**src/rtl/sram_ctrl_pkg.sv**
```systemverilog
package sram_ctrl_pkg;

    typedef enum logic [2:0] {
        ST_IDLE,
        ST_READ_ACCESS,
        ST_WRITE_SETUP,
        ST_WRITE_PULSE,
        ST_WRITE_HOLD,
        ST_TURNAROUND
    } ctrl_state_e;

    // a timing limit in cycles is never allowed below one
    function automatic int at_least_one(int v);
        return (v < 1) ? 1 : v;
    endfunction

    function automatic int max2(int a, int b);
        return (a > b) ? a : b;
    endfunction

endpackage

```
**src/rtl/sram_phase_timer.sv**
```systemverilog
module sram_phase_timer #(
    parameter int CNT_W = 3
) (
    input  logic             clk,
    input  logic             rst_n,
    input  logic             load,
    input  logic [CNT_W-1:0] load_val,
    output logic [CNT_W-1:0] count
);

    // down-counter: loaded on state entry, stops at zero
    always_ff @(posedge clk or negedge rst_n) begin
        if (!rst_n) begin
            count <= '0;
        end else if (load) begin
            count <= load_val;
        end else if (count != '0) begin
            count <= count - 1'b1;
        end
    end

endmodule

```
**src/rtl/sram_bus_guard.sv**
```systemverilog
module sram_bus_guard #(
    parameter int TURN = 4
) (
    input  logic clk,
    input  logic rst_n,
    input  logic oe_n,
    output logic bus_free
);

    localparam int CW = $clog2(TURN + 1);
    localparam logic [CW-1:0] LIMIT = CW'(TURN);

    logic [CW-1:0] since_release;

    // counts cycles with output enable high, saturating at the limit
    always_ff @(posedge clk or negedge rst_n) begin
        if (!rst_n) begin
            since_release <= LIMIT;
        end else if (!oe_n) begin
            since_release <= '0;
        end else if (since_release < LIMIT) begin
            since_release <= since_release + 1'b1;
        end
    end

    assign bus_free = (since_release >= LIMIT);

endmodule

```
**src/rtl/sram_rd_capture.sv**
```systemverilog
module sram_rd_capture #(
    parameter int DATA_W = 8
) (
    input  logic              clk,
    input  logic              rst_n,
    input  logic              capture,
    input  logic [DATA_W-1:0] bus_in,
    output logic              strobe,
    output logic [DATA_W-1:0] held
);

    always_ff @(posedge clk or negedge rst_n) begin
        if (!rst_n) begin
            strobe <= 1'b0;
            held   <= '0;
        end else begin
            strobe <= capture;
            if (capture) begin
                held <= bus_in;
            end
        end
    end

endmodule

```
**src/rtl/async_sram_ctrl.sv**
```systemverilog
module async_sram_ctrl
    import sram_ctrl_pkg::*;
#(
    parameter int ADDR_W          = 15,
    parameter int DATA_W          = 8,
    parameter int ACCESS_CYC      = 2,
    parameter int READ_CYCLE_CYC  = 4,
    parameter int ADDR_SETUP_CYC  = 1,
    parameter int WPULSE_OEHI_CYC = 2,
    parameter int WPULSE_OELO_CYC = 3,
    parameter int WE_HIZ_CYC      = 1,
    parameter int DATA_HOLD_CYC   = 1,
    parameter int WRITE_CYCLE_CYC = 4,
    parameter int TURN_CYC        = 4,
    parameter bit OE_LOW_IN_WRITE = 1'b0
) (
    input  logic              clk,
    input  logic              rst_n,
    input  logic              req_valid,
    output logic              req_ready,
    input  logic              req_write,
    input  logic [ADDR_W-1:0] req_addr,
    input  logic [DATA_W-1:0] req_wdata,
    output logic              rsp_valid,
    output logic [DATA_W-1:0] rsp_rdata,
    output logic [ADDR_W-1:0] mem_addr,
    output logic              mem_ce_n,
    output logic              mem_oe_n,
    output logic              mem_we_n,
    output logic [DATA_W-1:0] mem_dq_out,
    input  logic [DATA_W-1:0] mem_dq_in,
    output logic              mem_dq_oe
);

    // phase lengths in cycles
    localparam int RD_LEN  = at_least_one(ACCESS_CYC);
    localparam int TR_LEN  = at_least_one(READ_CYCLE_CYC - RD_LEN);
    localparam int SU_LEN  = at_least_one(ADDR_SETUP_CYC);
    localparam int HIZ_LEN = at_least_one(WE_HIZ_CYC);
    localparam int WP_LEN  = OE_LOW_IN_WRITE ?
                             max2(at_least_one(WPULSE_OELO_CYC), HIZ_LEN + 1) :
                             at_least_one(WPULSE_OEHI_CYC);
    localparam int HD_LEN  = max2(at_least_one(DATA_HOLD_CYC),
                                  WRITE_CYCLE_CYC - SU_LEN - WP_LEN);
    localparam int TURN_LEN = at_least_one(TURN_CYC);
    localparam int MAX_LEN = max2(max2(RD_LEN, TR_LEN),
                                  max2(max2(SU_LEN, WP_LEN), HD_LEN));
    localparam int CNT_W   = $clog2(MAX_LEN + 1);

    ctrl_state_e       state_q, state_nxt;
    logic [CNT_W-1:0]  phase_cnt;
    logic [CNT_W-1:0]  phase_load_val;
    logic              phase_load;
    logic              phase_done;
    logic              bus_free;
    logic              accept;
    logic              capture;
    logic              drive_en;
    logic [DATA_W-1:0] wdata_q;

    assign req_ready  = (state_q == ST_IDLE);
    assign accept     = req_valid && req_ready;
    assign phase_done = (phase_cnt == '0);
    assign capture    = (state_q == ST_READ_ACCESS) && phase_done;

    // next-state decision
    always_comb begin
        state_nxt = state_q;
        unique case (state_q)
            ST_IDLE: begin
                if (accept) begin
                    state_nxt = req_write ? ST_WRITE_SETUP : ST_READ_ACCESS;
                end
            end
            ST_READ_ACCESS: if (phase_done)             state_nxt = ST_TURNAROUND;
            ST_TURNAROUND:  if (phase_done)             state_nxt = ST_IDLE;
            ST_WRITE_SETUP: if (phase_done && bus_free) state_nxt = ST_WRITE_PULSE;
            ST_WRITE_PULSE: if (phase_done)             state_nxt = ST_WRITE_HOLD;
            ST_WRITE_HOLD:  if (phase_done)             state_nxt = ST_IDLE;
            default:                                    state_nxt = ST_IDLE;
        endcase
    end

    // phase counter reload on every state change
    always_comb begin
        phase_load = (state_nxt != state_q);
        unique case (state_nxt)
            ST_READ_ACCESS: phase_load_val = CNT_W'(RD_LEN - 1);
            ST_TURNAROUND:  phase_load_val = CNT_W'(TR_LEN - 1);
            ST_WRITE_SETUP: phase_load_val = CNT_W'(SU_LEN - 1);
            ST_WRITE_PULSE: phase_load_val = CNT_W'(WP_LEN - 1);
            ST_WRITE_HOLD:  phase_load_val = CNT_W'(HD_LEN - 1);
            default:        phase_load_val = '0;
        endcase
    end

    // state register
    always_ff @(posedge clk or negedge rst_n) begin
        if (!rst_n) begin
            state_q <= ST_IDLE;
        end else begin
            state_q <= state_nxt;
        end
    end

    // registered strobes, address and write data
    always_ff @(posedge clk or negedge rst_n) begin
        if (!rst_n) begin
            mem_ce_n <= 1'b1;
            mem_oe_n <= 1'b1;
            mem_we_n <= 1'b1;
            mem_addr <= '0;
            wdata_q  <= '0;
        end else begin
            mem_ce_n <= (state_nxt == ST_IDLE) || (state_nxt == ST_TURNAROUND);
            mem_oe_n <= !((state_nxt == ST_READ_ACCESS) ||
                          (OE_LOW_IN_WRITE && (state_nxt == ST_WRITE_PULSE)));
            mem_we_n <= (state_nxt != ST_WRITE_PULSE);
            if (accept) begin
                mem_addr <= req_addr;
                wdata_q  <= req_wdata;
            end
        end
    end

    // data drive window depends on the output-enable mode
    generate
        if (OE_LOW_IN_WRITE) begin : g_drive_oe_low
            // memory may still drive for HIZ_LEN cycles after the strobe falls
            localparam int DRIVE_FROM = WP_LEN - 1 - HIZ_LEN;
            assign drive_en = (state_q == ST_WRITE_PULSE) &&
                              (int'(phase_cnt) <= DRIVE_FROM);
        end else begin : g_drive_oe_high
            assign drive_en = ((state_q == ST_WRITE_SETUP) && bus_free) ||
                              (state_q == ST_WRITE_PULSE) ||
                              (state_q == ST_WRITE_HOLD);
        end
    endgenerate

    assign mem_dq_oe  = drive_en;
    assign mem_dq_out = wdata_q;

    sram_phase_timer #(
        .CNT_W (CNT_W)
    ) u_timer (
        .clk      (clk),
        .rst_n    (rst_n),
        .load     (phase_load),
        .load_val (phase_load_val),
        .count    (phase_cnt)
    );

    sram_bus_guard #(
        .TURN (TURN_LEN)
    ) u_guard (
        .clk      (clk),
        .rst_n    (rst_n),
        .oe_n     (mem_oe_n),
        .bus_free (bus_free)
    );

    sram_rd_capture #(
        .DATA_W (DATA_W)
    ) u_capture (
        .clk     (clk),
        .rst_n   (rst_n),
        .capture (capture),
        .bus_in  (mem_dq_in),
        .strobe  (rsp_valid),
        .held    (rsp_rdata)
    );

endmodule

```
**config.mk**
```make
export PLATFORM = sky130hd
export DESIGN_NAME = async_sram_ctrl
export DESIGN_NICKNAME = d
export VERILOG_FILES = /design/src/rtl/sram_ctrl_pkg.sv /design/src/rtl/sram_phase_timer.sv /design/src/rtl/sram_bus_guard.sv /design/src/rtl/sram_rd_capture.sv /design/src/rtl/async_sram_ctrl.sv
export SDC_FILE = /design/constraint.sdc
export NUM_CORES = 1
export LEC_CHECK = 0
export ABC_AREA = 1
export CORE_ASPECT_RATIO = 0.5
export CORE_MARGIN = 10
export CORE_UTILIZATION = 34
export CTS_CLUSTER_SIZE = 8
export DETAILED_ROUTE_END_ITERATION = 8
export PLACE_DENSITY = 0.62
export SYNTH_ARGS = -nofsm -noshare
export SYNTH_HDL_FRONTEND = slang
export SYNTH_HIERARCHICAL = 1
export SYNTH_SLANG_ARGS = --single-unit
export TNS_END_PERCENT = 50
```
**constraint.sdc**
```tcl
create_clock -name clk -period 1.7 [get_ports clk]
set_clock_uncertainty 0.1 [all_clocks]
set_input_delay 0.34 -clock clk [delete_from_list [all_inputs] [get_ports clk]]
set_output_delay 0.34 -clock clk [all_outputs]
set_load 0.03 [all_outputs]
```
# Word level (Yosys, flattened, before mapping)

Index checks and enable logic that the tools add are counted.

Register bits after elaboration: 43
Bits in latches: 0
Memory bits (writable): 0
ROM bits: 0
Input bits: 35
Output and inout port bits: 37
Logic and storage cells: 52
Memories: 0

Add/sub/neg operators: 2
Multiply operators: 0
Div/mod/pow operators: 0
Magnitude comparators: 2
Equality and inequality tests: 11
Shift operators: 0
Multiplexer cells: 12
Bitwise gates (word level): 0
Reduce and logical (&&, ||, !) cells: 15

Operators by type and width:

| kind                | count |
|---|---|
| $mux 3              | 7 |
| $pmux 3 s5          | 1 |
| $eq 3x2->1 const B  | 3 |
| $eq 3x3->1 const B  | 3 |
| $eq 3x1->1 const B  | 2 |
| $logic_not 3->1     | 2 |
| $mux 2              | 3 |
| $logic_and 1x1->1   | 4 |
| $reduce_bool 2->1   | 2 |
| $add 3x1->3 const B | 1 |
| $ge 3x3->1 const B  | 1 |
| $logic_or 1x1->1    | 3 |
| $lt 3x3->1 const B  | 1 |
| $ne 3x2->1 const B  | 1 |
| $ne 3x3->1          | 1 |
| $reduce_or 3->1     | 1 |
| $logic_not 2->1     | 1 |
| $ne 2x1->1 const B  | 1 |
| $reduce_or 2->1     | 1 |
| $sub 2x1->2 const B | 1 |
| $logic_not 1->1     | 1 |
| $mux 1              | 1 |

# Longest topological paths before layout

Gate-level depths: netlist of run 1.

Depth after elaboration: 8
Depth in mapped cells: 12
Gate-level depth less buffers: 11

# By module

Netlist of run 1, hierarchy kept.

Modules (own cells, without submodules):

| module           | times used | cells each | area an instance (um^2) | sequential area each (um^2) |
|---|---|---|---|---|
| async_sram_ctrl  | 1          | 156        | 1332.5                  | 729.4 |
| sram_rd_capture  | 1          | 35         | 330.3                   | 225.2 |
| sram_bus_guard   | 1          | 16         | 156.4                   | 76.3 |
| sram_phase_timer | 1          | 16         | 116.4                   | 50.0 |

# Least setup slack after synthesis of run 1

Ideal clock, no wire load.

Path type: reg-to-output
Start: register state_q[0]
End: output port mem_dq_oe
Data arrival time: 1287 ps
Data required time: 1260 ps
Setup slack: -27 ps
Stages on the path, launching flop included: 3
Path buffers: 1
Path through: dfrtp_1 buf_2 o31ai_1

Cells in the longest elaborated chain, start to end: 4
Elaborated cells on any way between the ends: 6
Those cells by class: eq/ne: 3; reduce/logical: 3

RTL lines:

| item                   | line                   | RTL |
|---|---|---|
| start, declared        | async_sram_ctrl.sv:50  | `ctrl_state_e state_q, state_nxt;` |
| start signal, assigned | async_sram_ctrl.sv:102 | `state_q <= state_nxt;` |
| $eq 3x2->1             | async_sram_ctrl.sv:134 | `assign drive_en = ((state_q == ST_WRITE_SETUP) && bus_free) \|\|` |
| $logic_and 1x1->1      | async_sram_ctrl.sv:134 |  |
| $logic_or 1x1->1       | async_sram_ctrl.sv:134 |  |
| $logic_or 1x1->1 (*)   | async_sram_ctrl.sv:135 | `(state_q == ST_WRITE_PULSE) \|\|` |
| end, declared          | async_sram_ctrl.sv:32  | `output logic mem_dq_oe` |

Every way passes the cells marked *; elsewhere a longest branch is shown, timed or not.

# Worst setup path after layout of run 1

Start: register state_q[1]
End: output port mem_dq_oe

Same word-level chain as after synthesis.

==> results_dict.tcl, run 1 <==
set metrics [dict create \
    setup_viol 0 \
    hold_violations 0 \
    ys_seq_elements 43 \
    seq_area_frac_synth_pct 55.85 \
    grt_remaining_overflow 0 \
    synth_ff_type "dfrtp_1" \
    period_share_pct 98.82 \
    ant_nets 0 \
    fp.dieW_um 126.7 \
    synth_cell_types 25 \
    async_reset_ff_share_pct 100.0 \
    swShare_pct 45.83 \
    syn_area_per_cell_um2 8.680 \
    first_iter_violations 107 \
    hold_class "reg -> reg" \
    min_period_ns 1.680 \
    dp_hpwl_mm 4.072 \
    place.gp.congestion 0.8417 \
    p_clk_share_pct 16.0 \
    status "complete, no violations" \
    synthCells 223 \
    cap_viol_max_count 0 \
    diodes 0 \
    end_kind "primary output" \
    start_util_pct 35.25 \
    grtUsageTotal_pct 11.39 \
    p_sw_mw 2.826 \
    cts_tree "done" \
    syn2layout_area_growth_pct 52.81 \
    htree_levels 2 \
    cts.clk_slew.worst_paths_ns 0.06 \
    synth_top_area_cell "dfrtp_1" \
    rsz0062_at_grt "true" \
    final_area_um2 2958 \
    clockBufferDepth 2 \
    via_per_inst 4.513 \
    start_kind "flop" \
    critical_path_arrival_ns 1.24 \
    grt_busiest_layer "met2" \
    antenna_found_initial 0 \
    synth_top_area_share_pct 50.42 \
    synth_most_common_cell "nand2_1" \
    critPathMaxFanout 4 \
    drt_pre_antenna_iters 4 \
    leakagePower_nw 1.556 \
    p_comb_share_pct 53.5 \
    clock_sinks 43 \
    rows 19 \
    ir_drop_v 0.0007267 \
    totalPowerFinal_mw 6.166 \
    intPower_mw 3.340 \
    ys_warn_count 6 \
    grt_max_degree 24 \
    gr-usage-met3_pct 2.513 \
    place_ws_ns -0.09466 \
    synth_area_leaders "dfrtp_1 50%, nand2_1 18%, nand3_1 8.5%" \
    synth_area_um2 1936 \
    nNetsFinal 342 \
    fmax_mhz 595.2 \
    worstSetupPathType "reg -> out" \
    drc 0 \
    cts_buffers 5 \
    die_h_um 73.35 \
    synth_edf_count 0 \
    crit_required_ns 1.26 \
    clk_latency_ns 0.28 \
    drt_wl_total_mm 5.351 \
    p_seq_share_pct 30.5 \
    drive_above_1_share_pct 17.70 \
    slew_viol_final 0 \
    met1_usage_pct 12.55 \
    setup_slack_ns 0.02002 \
    die_area_um2 9294 \
    placed_cell_area_um2 2740 \
    io_pins 72 \
    yosys-top-cells-count "91 x nand2_1, 39 x dfrtp_1, 33 x nand3_1" \
    route.vias.total 1706 \
    synth_nets 261 \
    grtUsageMet2_pct 21.47 \
    core-area_um2 5492 \
    io_buffers 71 \
    powerDensity_nw_per_um2 2085 \
    grt_pass1_vias 1813 \
    root_buffer "clkbuf_16" \
    wl_per_cell_um 14.16 \
    grt_pass1_wl_mm 8.742 \
]
registers in the layout, indices dropped and copies added, names as in the netlist, 2 cells and up:
name	count
u_timer/count	2
u_capture/held	8
mem_addr	15
mem_dq_out	8
state_q	3
u_guard/since_release	3
through the flow:
stage          hold slack (ns)  setup TNS [ns]  cells  util (%)
2_1_floorplan         -0.05559               0    223         -
3_3_place_gp            0.2182        -0.04451    366     49.90
3_5_place_dp            0.2217         -0.2380    366     49.90
4_1_cts                 0.3684               0    376     52.31
5_1_grt                 0.3906        -0.06832    378     53.86
6_report                0.3635               0    378     53.86
critical path, stage by stage (launching register included):
cell     delay (ns)
dfrtp_2        0.45
buf_6          0.14
o31ai_4        0.21
buf_6          0.16
cell families after synthesis:
family | after synthesis | share of synthesized area [%]
other | 1 | 0.1937
AOI/OAI and AO/OA | 6 | 1.939
buffers and inverters | 27 | 7.046
and+or+nand+nor | 143 | 33.03
adders and majority gates | 3 | 1.939
DFF | 43 | 55.85
area by class of cell:
class	count	area, um2
well taps	73	91.34
multi-input cells	153	782.0
repair buffers	84	777.0
clock buffers	8	156.4
inverters	17	66.31
fillers	515	2534
flip-flops and latches	43	1085
routing by layer:
| metal | routed length (um) | vias to the layer above |
|---|---|---|
| li1 | - | 863 |
| met1 | 2076 | 809 |
| met2 | 3031 | 23 |
| met3 | 143 | 11 |
| met4 | 99 | 0 |
| met5 | 0 | - |
timing repair:
item	CTS	global route
hold buffers	1	0
endpoints found under the hold margin	15	0
pin swaps	1	5
setup buffers	1	2
gates cloned	0	0
resized for setup	36	23
setup endpoints to repair	36	4
cells in the final DEF (no fill, tap or decap):
cell	count
o21a_1	1
inv_4	1
nand2_4	2
conb_1	1
dlygate4sd3_1	1
nor2_1	7
buf_12	1
nand2_1	89
clkbuf_16	5
clkdlybuf4s50_1	33
a21boi_0	1
ha_1	3
nand2_2	3
nand3_4	1
nand3_2	4
clkbuf_1	1
buf_2	1
clkbuf_8	2
dfstp_2	4
buf_4	10
nor2_2	1
nand4_1	2
nor2_4	3
nand3_1	30
o21ai_2	2
o21ai_0	1
nand3b_4	1
buf_6	3
dfrtp_2	3
dfrtp_1	36
clkbuf_2	1
o31ai_4	1
dlygate4sd2_1	34
inv_2	5
inv_1	11
power by group through the flow:
stage / clock network, mW / logic, mW / registers (mW)
final: 0.988 / 3.30 / 1.88
after global routing: 1.06 / 3.60 / 1.96
after CTS: 1.01 / 3.12 / 1.87
after detailed placement: 0 / 3.35 / 1.89
after global placement: 0 / 3.30 / 1.87
after floorplan: 0 / 1.31 / 2.61
worst paths after layout:
check / from / end / cells after the start / slack, ns
max: state_q[1] / mem_dq_oe / 3 / 0.02
min: u_capture/held[2] / u_capture/held[2] / 2 / 0.36
max reg2reg: state_q[1] / u_timer/count[0] / 12 / 0.07
min reg2reg: u_capture/held[2] / u_capture/held[2] / 2 / 0.36
max in group asynchronous: rst_n / u_capture/held[5] / 3 / 0.50
min in group asynchronous: rst_n / mem_addr[5] / 2 / 0.47
Power figures use the tool's default switching activity.
==> run 2: changes to the inputs <==
- CORE_ASPECT_RATIO: 0.5 -> unset
- CORE_UTILIZATION: 34 -> 30
- PLACE_DENSITY: 0.62 -> 0.56
==> run 2 against run 1 <==
Net effect: cell area barely moved; non-clock buffer count rose by 8; critical path depth unchanged; critical endpoint unchanged; largest cell class unchanged; largest power group unchanged.
==> results_dict.tcl, run 2 (synthesized netlist as in run 1, its figures left out) <==
set metrics [dict create \
    status "complete, no violations" \
    final_area_um2 2955 \
    slew_viol_final 0 \
    powerDensity_nw_per_um2 2003 \
    cts_buffers 5 \
    grt_pass1_vias 1860 \
    numPlacedInstances 372 \
    start_util_pct 30.66 \
    grt_busiest_layer "met2" \
    setup_slack_ns 0.005751 \
    ir_drop_v 0.0007485 \
    reg2reg_to "u_capture/held[6]" \
    regMostFlops "mem_addr" \
    leakagePower_nw 1.566 \
    r2r_slack_ns 0.07 \
    p_seq_share_pct 31.5 \
    p_clk_share_pct 10.5 \
    io_pins 72 \
    place.gp.congestion 0.7839 \
    gr-usage-met3_pct 5.426 \
    final_common_cell "nand2_1" \
    placed_cell_area_um2 2773 \
    cts_tree "done" \
    antenna_found_initial 0 \
    grt_remaining_overflow 0 \
    met1_usage_pct 13.57 \
    clockBufferDepth 2 \
    rsz0062_at_grt "true" \
    clk_latency_ns 0.29 \
    wl_per_cell_um 14.31 \
    route.vias.total 1743 \
    timing.rr.start "state_q[2]" \
    fmax_mhz 590.2 \
    intPower_mw 3.085 \
    die_h_um 100.3 \
    min_period_ns 1.694 \
    clock_sinks 43 \
    grtUsageMet2_pct 16.62 \
    swShare_pct 47.90 \
    period_share_pct 99.66 \
    drc 0 \
    critical_path_arrival_ns 1.25 \
    largest_reg_flops 15 \
    htree_levels 2 \
    cap_viol_max_count 0 \
    ant_nets 0 \
    drive_above_1_share_pct 19.17 \
    place_ws_ns -0.05412 \
    instances_no_fill 390 \
    crit_required_ns 1.26 \
    die_area_um2 10070 \
    final_cell_mix "88 x nand2_1, 36 x dfrtp_1, 34 x dlygate4sd2_1" \
    core-area_um2 6314 \
    drt_pre_antenna_iters 4 \
    cts.clk_slew.worst_paths_ns 0.08 \
    worstSetupPathType "reg -> out" \
    grtUsageTotal_pct 11.08 \
    diodes 0 \
    rows 29 \
    min_path_cells 2 \
    via_per_inst 4.469 \
    hold_violations 0 \
    syn2layout_area_growth_pct 52.68 \
    first_iter_violations 84 \
    io_buffers 71 \
    p_comb_share_pct 58.0 \
    grt_pass1_wl_mm 9.156 \
    hold_end "u_capture/held[5]" \
    hp-start "u_capture/held[5]" \
    grt_max_degree 24 \
    root_buffer "clkbuf_8" \
    fp.dieW_um 100.3 \
    hold_slack_ns 0.3698 \
    tns_ns 0 \
    critPathMaxFanout 4 \
    drt_wl_total_mm 5.580 \
    r2r_cells 7 \
    dp_hpwl_mm 4.188 \
    nNetsFinal 350 \
    hold_class "reg -> reg" \
    end_kind "primary output" \
    start_kind "flop" \
    p_sw_mw 2.836 \
    setup_viol 0 \
]
## run 2: changes by cell type in the layout (fill, tap and decap cells not counted), sizes merged
| cell | previous run | this run |
|---|---|---|
| buf | 15 | 24 |
| inv | 17 | 16 |
| clkbuf | 9 | 7 |
| clkinv | 0 | 2 |
## run 2: worst max path at each step
stage | from | to | slack (ns) | depth (start not counted)
2_1_floorplan | u_guard/since_release[2] | u_timer/count[1] | 0.13 | 12
3_3_place_gp | req_valid | u_timer/count[1] | 0.02 | 9
3_5_place_dp | req_write | u_timer/count[1] | -0.05 | 7
4_1_cts | state_q[1] | u_timer/count[1] | -0.03 | 10
5_1_grt | state_q[2] | mem_dq_oe | -0.06 | 3
6_report | state_q[1] | mem_dq_oe | 0.006 | 3
## run 2: metrics by stage
stage | power (mW) | util, %
final | 5.921 | 46.81
after global routing | 6.387 | 46.81
after CTS | 5.744 | 45.40
after detailed placement | 5.284 | 43.92
after global placement | 5.203 | 43.92
after floorplan | 3.919 | -
## run 2: layout make-up
class / count / area, um2
fill: 639 / 3358
sequential: 43 / 1085
timing repair buffer: 92 / 848.3
multi-input combinational: 153 / 775.7
tap: 77 / 96.34
clock buffer: 7 / 76.32
inverter: 17 / 68.82
clock inverter: 1 / 5.005
## run 2: metal layers
layer	vias up	routed length [um]
li1	879	-
met1	792	2518
met2	63	2501
met3	9	482
met4	0	77
met5	-	0
## run 2: worst max-delay path, stage by stage, from the launching register on
cell     delay (ns)
dfrtp_2        0.46
buf_6          0.14
o31ai_2        0.17
buf_4          0.19
## run 2: repair_timing
action,in CTS,in global routing
hold buffers,1,0
pin swaps,2,6
endpoints found under the setup margin,36,4
gates resized for setup,41,17
buffers inserted,4,5
hold endpoints to repair,10,0
## run 2: power groups by stage
stage | registers (mW) | logic, mW | clock network, mW
2_1_floorplan | 2.61 | 1.31 | 0
3_3_place_gp | 1.89 | 3.31 | 0
3_5_place_dp | 1.90 | 3.38 | 0
4_1_cts | 1.87 | 3.22 | 0.656
5_1_grt | 1.94 | 3.74 | 0.706
6_report | 1.86 | 3.44 | 0.622
==> run 3: changes to the inputs <==
- CORE_ASPECT_RATIO: unset -> 1.25
- CORE_UTILIZATION: 30 -> 31
- PLACE_DENSITY: 0.56 -> 0.57
==> run 3 against run 2 <==
Net effect: the flow now finishes with violations (setup timing); fmax down 2.9%; routed wire length fell by 8.6%; non-clock buffer count down 8; worst setup slack lost 0.051 ns; via count is 3.8% lower; largest cell class unchanged; largest power group unchanged.
==> results_dict.tcl, run 3 (synthesized netlist as in run 1, its figures left out) <==
set metrics [dict create \
    clk_latency_ns 0.29 \
    final_cell_mix "90 x nand2_1, 36 x dfrtp_1, 33 x clkdlybuf4s50_1, 33 x dlygate4sd2_1, 32 x nand3_1" \
    hold_slack_ns 0.3717 \
    route.vias.total 1676 \
    status "complete, but fails checks" \
    slew_viol_final 0 \
    r2r_cells 10 \
    leakagePower_nw 1.506 \
    clockBufferDepth 2 \
    start_kind "flop" \
    antenna_found_initial 0 \
    slowest_delay_ns 0.45 \
    totalPowerFinal_mw 5.696 \
    rows 32 \
    critPathMaxFanout 4 \
    critPathSlowestCell "dfrtp_2" \
    drt_wl_total_mm 5.098 \
    root_buffer "clkbuf_8" \
    diodes 0 \
    core-area_um2 6126 \
    hold_class "reg -> reg" \
    r2r_slack_ns 0.07 \
    first_iter_violations 25 \
    regMostFlops "mem_addr" \
    grt_max_degree 25 \
    grt_pass1_vias 1802 \
    cts.clk_slew.worst_paths_ns 0.09 \
    cts_tree "done" \
    nNetsFinal 342 \
    place.gp.congestion 0.7894 \
    grtUsageTotal_pct 10.46 \
    fmax_mhz 573.1 \
    grt_pass1_wl_mm 8.424 \
    period_share_pct 102.6 \
    cap_viol_max_count 0 \
    cts_buffers 5 \
    clock_sinks 43 \
    start_util_pct 31.60 \
    syn2layout_area_growth_pct 48.67 \
    rsz0062_at_grt "true" \
    largest_reg_flops 15 \
    ir_drop_v 0.0006888 \
    violations "setup timing" \
    wl_per_cell_um 13.07 \
    seq_area_um2 1085 \
    die_area_um2 9824 \
    multi_input_area_um2 758.2 \
    hold_violations 0 \
    cp_cell_sequence "buf_12, nor2_4, nand2_2, inv_4, buf_6" \
    setup_viol 1 \
    io_buffers 71 \
    critical_path_arrival_ns 1.30 \
    via_per_inst 4.297 \
    end_kind "primary output" \
    drive_above_1_share_pct 16.07 \
    grt_remaining_overflow 0 \
    htree_levels 2 \
    ant_nets 0 \
    fp.dieW_um 90.68 \
    min_path_cells 2 \
    setup_slack_ns -0.04500 \
    drc 0 \
    powerDensity_nw_per_um2 1979 \
    dp_hpwl_mm 3.858 \
    min_period_ns 1.745 \
    crit_required_ns 1.26 \
    io_pins 72 \
    die_h_um 108.3 \
    worstSetupPathType "reg -> out" \
    final_common_cell "nand2_1" \
    drt_pre_antenna_iters 4 \
    n_fill_cell 644 \
]
run 3: final timing paths:
check | from | to
max | state_q[1] | req_ready
min | u_capture/held[0] | u_capture/held[0]
max reg2reg | state_q[2] | u_timer/count[1]
min reg2reg | u_capture/held[0] | u_capture/held[0]
max in group asynchronous | rst_n | mem_addr[12]
min in group asynchronous | rst_n | u_guard/since_release[1]
run 3: critical path: cells and delay by family, from the launching register on:
kind	cells	cell delay [ns]
flip-flops	1	0.45
buffers and inverters	3	0.37
AND/OR/NAND/NOR	2	0.18
run 3: timing repair:
item,in CTS,in global routing
gates resized for setup,42,8
endpoints found under the hold margin,11,0
setup endpoints to repair,36,11
buffers inserted,2,3
pin swaps,1,3
hold buffers,1,0
run 3: cell type report:
type	instances	share of cell area [%]
Clock inverter	3	0.6957
Timing Repair Buffer	84	26.87
Multi-Input combinational cell	153	26.35
Tap cell	85	3.696
Inverter	17	2.304
Sequential cell	43	37.70
Clock buffer	5	2.391
run 3: layer usage:
metal  vias up  track usage [%]  wire, um
met1       762            11.58      2178
met3         6            3.329       331
li1        863                -         -
met5         -                0         0
met2        45            18.21      2506
met4         0            4.442        82
run 3: through the flow:
step	util [%]	TNS [ns]	setup slack (ns)	cells	instance area, um2
4_1_cts	45.94	-0.02972	-0.02972	387	2814
6_report	46.98	-0.04500	-0.04500	390	2878
3_3_place_gp	44.53	-2.017	-0.09453	376	2728
2_1_floorplan	-	0	0.1312	223	1941
5_1_grt	46.98	-0.4040	-0.1047	390	2878
3_5_place_dp	44.53	-2.655	-0.1187	376	2728
run 3: power by group:
group          switching (mW)  internal (mW)
logic                    2.04           1.14
clock network           0.356          0.286
registers               0.325           1.55
total                    2.72           2.97
